### config.mk
export PLATFORM = sky130hd
export DESIGN_NAME = wser_top
export DESIGN_NICKNAME = d
export VERILOG_FILES = /design/src/rtl/wser_pkg.sv /design/src/rtl/wser_ctrl.sv /design/src/rtl/wser_stage.sv /design/src/rtl/wser_top.sv
export SDC_FILE = /design/constraint.sdc
export NUM_CORES = 1
export LEC_CHECK = 0
export ABC_AREA = 1
export ABC_CLOCK_PERIOD_IN_PS = 1500
export BUFFER_PORTS_ARGS = -buffer_cell sky130_fd_sc_hd__buf_2
export CAP_MARGIN = 10
export CORE_AREA = 8 8 45 47
export DETAILED_ROUTE_END_ITERATION = 6
export DIE_AREA = 0 0 53 55
export HOLD_SLACK_MARGIN = 0.12
export PLACE_DENSITY_LB_ADDON = 0.15
export SYNTH_ARGS = -nofsm -noshare
export SYNTH_HDL_FRONTEND = slang
export SYNTH_SLANG_ARGS = --single-unit
### constraint.sdc
create_clock -name clk -period 1.5 [get_ports clk]
set_clock_uncertainty 0.15 [all_clocks]
set_input_delay 0.15 -clock clk [delete_from_list [all_inputs] [get_ports clk]]
set_output_delay 0.15 -clock clk [all_outputs]
set_load 0.01 [all_outputs]
### src/rtl/wser_pkg.sv
package wser_pkg;

  typedef enum logic {
    MODE_LOAD  = 1'b0,
    MODE_SHIFT = 1'b1
  } mode_t;

  // next value of one stage, given its own value, its parallel bit
  // and the bit from the stage before it (or the serial input)
  function automatic logic stage_next(input logic hold_v,
                                      input logic par_v,
                                      input logic up_v,
                                      input logic do_load,
                                      input logic do_shift);
    logic r;
    r = hold_v;
    if (do_load)       r = par_v;
    else if (do_shift) r = up_v;
    return r;
  endfunction

endpackage

### src/rtl/wser_ctrl.sv
module wser_ctrl
  import wser_pkg::*;
(
  input  logic ce,
  input  logic shld,
  output logic load_ev,
  output logic shift_ev
);
  mode_t mode;

  assign mode     = mode_t'(shld);
  assign load_ev  = ce && (mode == MODE_LOAD);
  assign shift_ev = ce && (mode == MODE_SHIFT);
endmodule

### src/rtl/wser_stage.sv
module wser_stage
  import wser_pkg::*;
(
  input  logic clk,
  input  logic clr_n,
  input  logic load_ev,
  input  logic shift_ev,
  input  logic par_bit,
  input  logic up_bit,
  output logic q
);
  always_ff @(posedge clk or negedge clr_n) begin
    if (!clr_n) q <= 1'b0;
    else        q <= stage_next(q, par_bit, up_bit, load_ev, shift_ev);
  end
endmodule

### src/rtl/wser_top.sv
module wser_top #(
  parameter int WIDTH = 8
) (
  input  logic             clk,
  input  logic             clr_n,
  input  logic             ce,
  input  logic             shld,
  input  logic             ser_in,
  input  logic [WIDTH-1:0] par_in,
  output logic             ser_out
);
  localparam int LAST = WIDTH - 1;

  logic             load_ev;
  logic             shift_ev;
  logic [WIDTH-1:0] q;

  wser_ctrl u_ctrl (
    .ce       (ce),
    .shld     (shld),
    .load_ev  (load_ev),
    .shift_ev (shift_ev)
  );

  for (genvar i = 0; i < WIDTH; i++) begin : g_stage
    logic up_bit;
    if (i == 0) begin : g_first
      assign up_bit = ser_in;
    end else begin : g_rest
      assign up_bit = q[i-1];
    end
    wser_stage u_stage (
      .clk      (clk),
      .clr_n    (clr_n),
      .load_ev  (load_ev),
      .shift_ev (shift_ev),
      .par_bit  (par_in[i]),
      .up_bit   (up_bit),
      .q        (q[i])
    );
  end

  assign ser_out = q[LAST];

  // a load takes the word and nothing else
  a_r1_load: assert property (@(posedge clk) disable iff (!clr_n)
    load_ev |=> (q == $past(par_in)));

  // a shift moves every stage one step and feeds stage 0 from ser_in
  a_r2_shift: assert property (@(posedge clk) disable iff (!clr_n)
    shift_ev |=> (q == {$past(q[WIDTH-2:0]), $past(ser_in)}));

  // enable off freezes the register
  a_r6_hold: assert property (@(posedge clk) disable iff (!clr_n)
    !ce |=> $stable(q));

  // clear low forces all stages to zero
  always_ff @(posedge clk) begin
    if (!clr_n) begin
      a_r4_clear: assert (q == '0);
    end
  end
endmodule

=== Word-level counts from Yosys, hierarchy flattened ===
Index checks and enable logic that the tools add are counted.

* Bits in registers: 8
* Logic and storage cells: 28
* Bits of input ports: 13
* Output and inout bits: 1

* Multiplexer cells: 16
* Bitwise gates (word level): 1
* Reductions and logical operators: 3

{| class="wikitable"
|+ Operators by type and width
! operator !! number
|-
| 1-bit 2-to-1 mux || 16
|-
| 1-bit logical AND || 2
|-
| 2-bit nonzero test || 1
|-
| 1-bit NOT || 1
|}

=== Depth between registers and ports, before layout ===
* Word-level depth: 3
* Gate-level depth with buffers: 5

=== Cells and area by module ===
A second synthesis with hierarchy kept.

* Cells, all modules: 84
* Area total of the unflattened synthesis: 498.0 um^2

{| class="wikitable"
|+ Modules (own cells, without submodules)
! module !! instances !! sequential area each (um^2) !! cells an instance !! area an instance (um^2)
|-
| wser_stage || 8 || 25.0 || 10 || 60.1
|-
| wser_ctrl || 1 || 0.0 || 4 || 17.5
|}

=== Worst setup path after synthesis ===
Ideal clock, no wire load.

* Path type: reg-to-reg
* Start point: reg g_stage[0].u_stage.q
* End point: reg g_stage[1].u_stage.q
* Path buffers: 0
* Library setup time: 117 ps
* Setup slack: 693 ps
* Data arrival time: 540 ps
* Cell stages (with the launch flop): 5
* Path through: dfrtp_1 inv_1 nand2_1 nand3_1 nand2_1

* Word-level cells in the longest chain between the ends: 2

{| class="wikitable"
|+ RTL lines
! item !! RTL line !! RTL
|-
| start: declaration || wser_stage.sv:10 || <nowiki>output logic q</nowiki>
|-
| start signal: assignment || wser_stage.sv:14 || <nowiki>else q <= stage_next(q, par_bit, up_bit, load_ev, shift_ev);</nowiki>
|-
| 1-bit 2-to-1 mux || wser_pkg.sv:18 || <nowiki>else if (do_shift) r = up_v;</nowiki>
|-
| 1-bit 2-to-1 mux || wser_pkg.sv:17 || <nowiki>if (do_load) r = par_v;</nowiki>
|-
| end signal: assignment || wser_stage.sv:14 ||
|-
| end: declaration || wser_stage.sv:10 ||
|}

Every way passes these cells. The select of a mux whose other input is x is not followed.
A chain may end at the register's enable or synchronous reset.

==> reports/results.ini <==
[outcome]
status = complete, no violations

[hold_path]
hold_start = shld
worstHoldPathType = input port to flop

[logic_synthesis]
syn_area_um2 = 459
syn_nets = 81
synth_top_family_by_area = simple AND/OR/NAND/NOR gates
synth_cell_type_count = 9
ys_ff_latch = 8
syn_inst = 68
yosys.area_share.simple_pct = 36.5
synth-seq-area-share_pct = 43.6
syn-mean-instance-area_um2 = 6.75
synth_adder_area_share_pct = 0
yosysWarnings = 0
synth.area.mux_share_pct = 0
synth_compound_area_share_pct = 0
synth-xor-area-share_pct = 0

[routing]
vias_per_cell = 4.13
vias = 454
route.detailed.drc = 0
wl_per_cell_um = 10.1
wl_um = 1110
drt_iter0_markers = 4
drtPass1Iterations = 4
ant_nets = 0

[global_routing]
track_usage_pct = 9.07
grt_antenna_before_repair = 0
grt_pass1_vias = 419
overflow = 0
grt_max_degree = 10
grt_first_pass_wirelength_um = 1890

[floorplan]
start_util_pct = 33.2
placement_rows = 14
die_x_um = 53
io_pins = 14
die_area_um2 = 2920
core_um2 = 1380
die_h_um = 55

[setup_path]
r2r_start = g_stage[1].u_stage.q$_DFFE_PN0P_
startpoint = clr_n
critPathLaunchType = input port
cp_data_arrival_time_ps = 1530
crit_required_ps = 1740
critPathMaxFanout = 8
critPathCaptureType = async pin
r2r_setup_slack_ps = 620
crit_end = g_stage[5].u_stage.q$_DFFE_PN0P_
reg2reg_depth = 4
r2r_end = g_stage[2].u_stage.q$_DFFE_PN0P_
timing_worst_setup_path_type = input port to async pin

[sta]
finalMaxSlewViolations = 0
rsz0062_at_grt = no
period_needed_ps = 1290
hold_viol_final = 0
worst_pin_slew_ps = 378
tns_ps = 0
setup_viol = 0
relSlewSlack_pct = 74.7
fmaxAchievable_ghz = 0.774
fin_crit_sh_pct = 86.2

[power]
power.density_nw_per_um2 = 805
p_leak_nw = 0.398
ir_drop_v = 0.000420

[final_layout]
largest_register_ffs = 8
final_common_cell = nand2_1
reg_top3 = g_stage.u_stage.q (8)
most-common-layout-cells = 29 x nand2_1, 13 x buf_2, 12 x dlygate4sd3_1
antennaDiodeCount = 0
largest-register = g_stage.u_stage.q
area_growth_pct = 45.5
fin_cells = 110
drive_above_1_share_pct = 29.8
final.fill_count = 151
nNetsFinal = 109

[cts]
numCtsBuffers = 3
post_cts_buffers = 0
cts-root-buf = clkbuf_4
cts_tree = done
cts_hold_buffers = 12
post_cts_resized = 0
cts_buffer_depth = 2
cts.clk_slew.worst_paths_ps = 50
clkLatencyLatePin_ps = 250
h-tree-depth = 1
clock-sinks = 8

[place]
io_buffers = 13
place.gp.congestion = 0.716
dp_hpwl_um = 749
placedCellCount = 95

[run]
cap_viol_max_count = 0

## final cells by class
class | count | area (um^2) | share of cell area [%]
Timing Repair Buffer | 25 | 185 | 27.7
Sequential cell | 8 | 200 | 30.0
Clock buffer | 3 | 22.5 | 3.37
Multi-Input combinational cell | 40 | 168 | 25.1
Inverter | 18 | 72.6 | 10.9
Tap cell | 16 | 20.0 | 3.00
## synth_stat cells, drive strengths merged
cell,instances,area [um^2]
nand2,32,128
inv,18,72.6
dfrtp,8,200
nand3,8,40.0
buf,2,18.8
## worst min-delay path by stage
stage / endpoint / slack, ps / cells after the start
after floorplan: g_stage[0].u_stage.q$_DFFE_PN0P_ / -300 / 0
after global placement: g_stage[2].u_stage.q$_DFFE_PN0P_ / -140 / 1
after detailed placement: g_stage[2].u_stage.q$_DFFE_PN0P_ / -150 / 1
after CTS: g_stage[6].u_stage.q$_DFFE_PN0P_ / 140 / 4
after global routing: g_stage[6].u_stage.q$_DFFE_PN0P_ / 170 / 4
final: g_stage[6].u_stage.q$_DFFE_PN0P_ / 150 / 4
## cells by family after synthesis
group / after synthesis
buffers and inverters: 20
and+or+nand+nor: 40
DFF: 8
## where the power goes
part	leakage [nW]	internal [W]	switching, W
registers	0.0965	0.000242	0.0000117
logic	0.288	0.0000601	0.0000620
clock network	0.0138	0.0000914	0.0000707
total	0.398	0.000393	0.000144
## metal layers
layer	part of all wire [%]	wire, um	vias to the layer above	track usage [%]
met1	46	505	193	9.88
met2	42	471	13	12.9
met3	11	118	2	6.95
li1	-	-	246	-
met5	0	0	-	0
met4	1.2	13	0	3.88
## per-stage QoR
| stage | area (um^2) | utilization [%] | total power (W) | worst slack [ps] | hold WS [ps] |
|---|---|---|---|---|---|
| 2_1_floorplan | 459 | - | 0.000323 | 693 | -296 |
| 3_3_place_gp | 526 | 38.0 | 0.000357 | 628 | -143 |
| 3_5_place_dp | 526 | 38.0 | 0.000356 | 629 | -145 |
| 4_1_cts | 668 | 48.3 | 0.000552 | 178 | 142 |
| 5_1_grt | 668 | 48.3 | 0.000585 | 99.3 | 174 |
| 6_report | 668 | 48.3 | 0.000538 | 208 | 150 |
## worst max-delay path, cell delays in order
cell	delay, ps
dlygate4sd3_1	520
buf_2	90
dlygate4sd3_1	770
No activity file was read; power rests on OpenSTA's default activity.
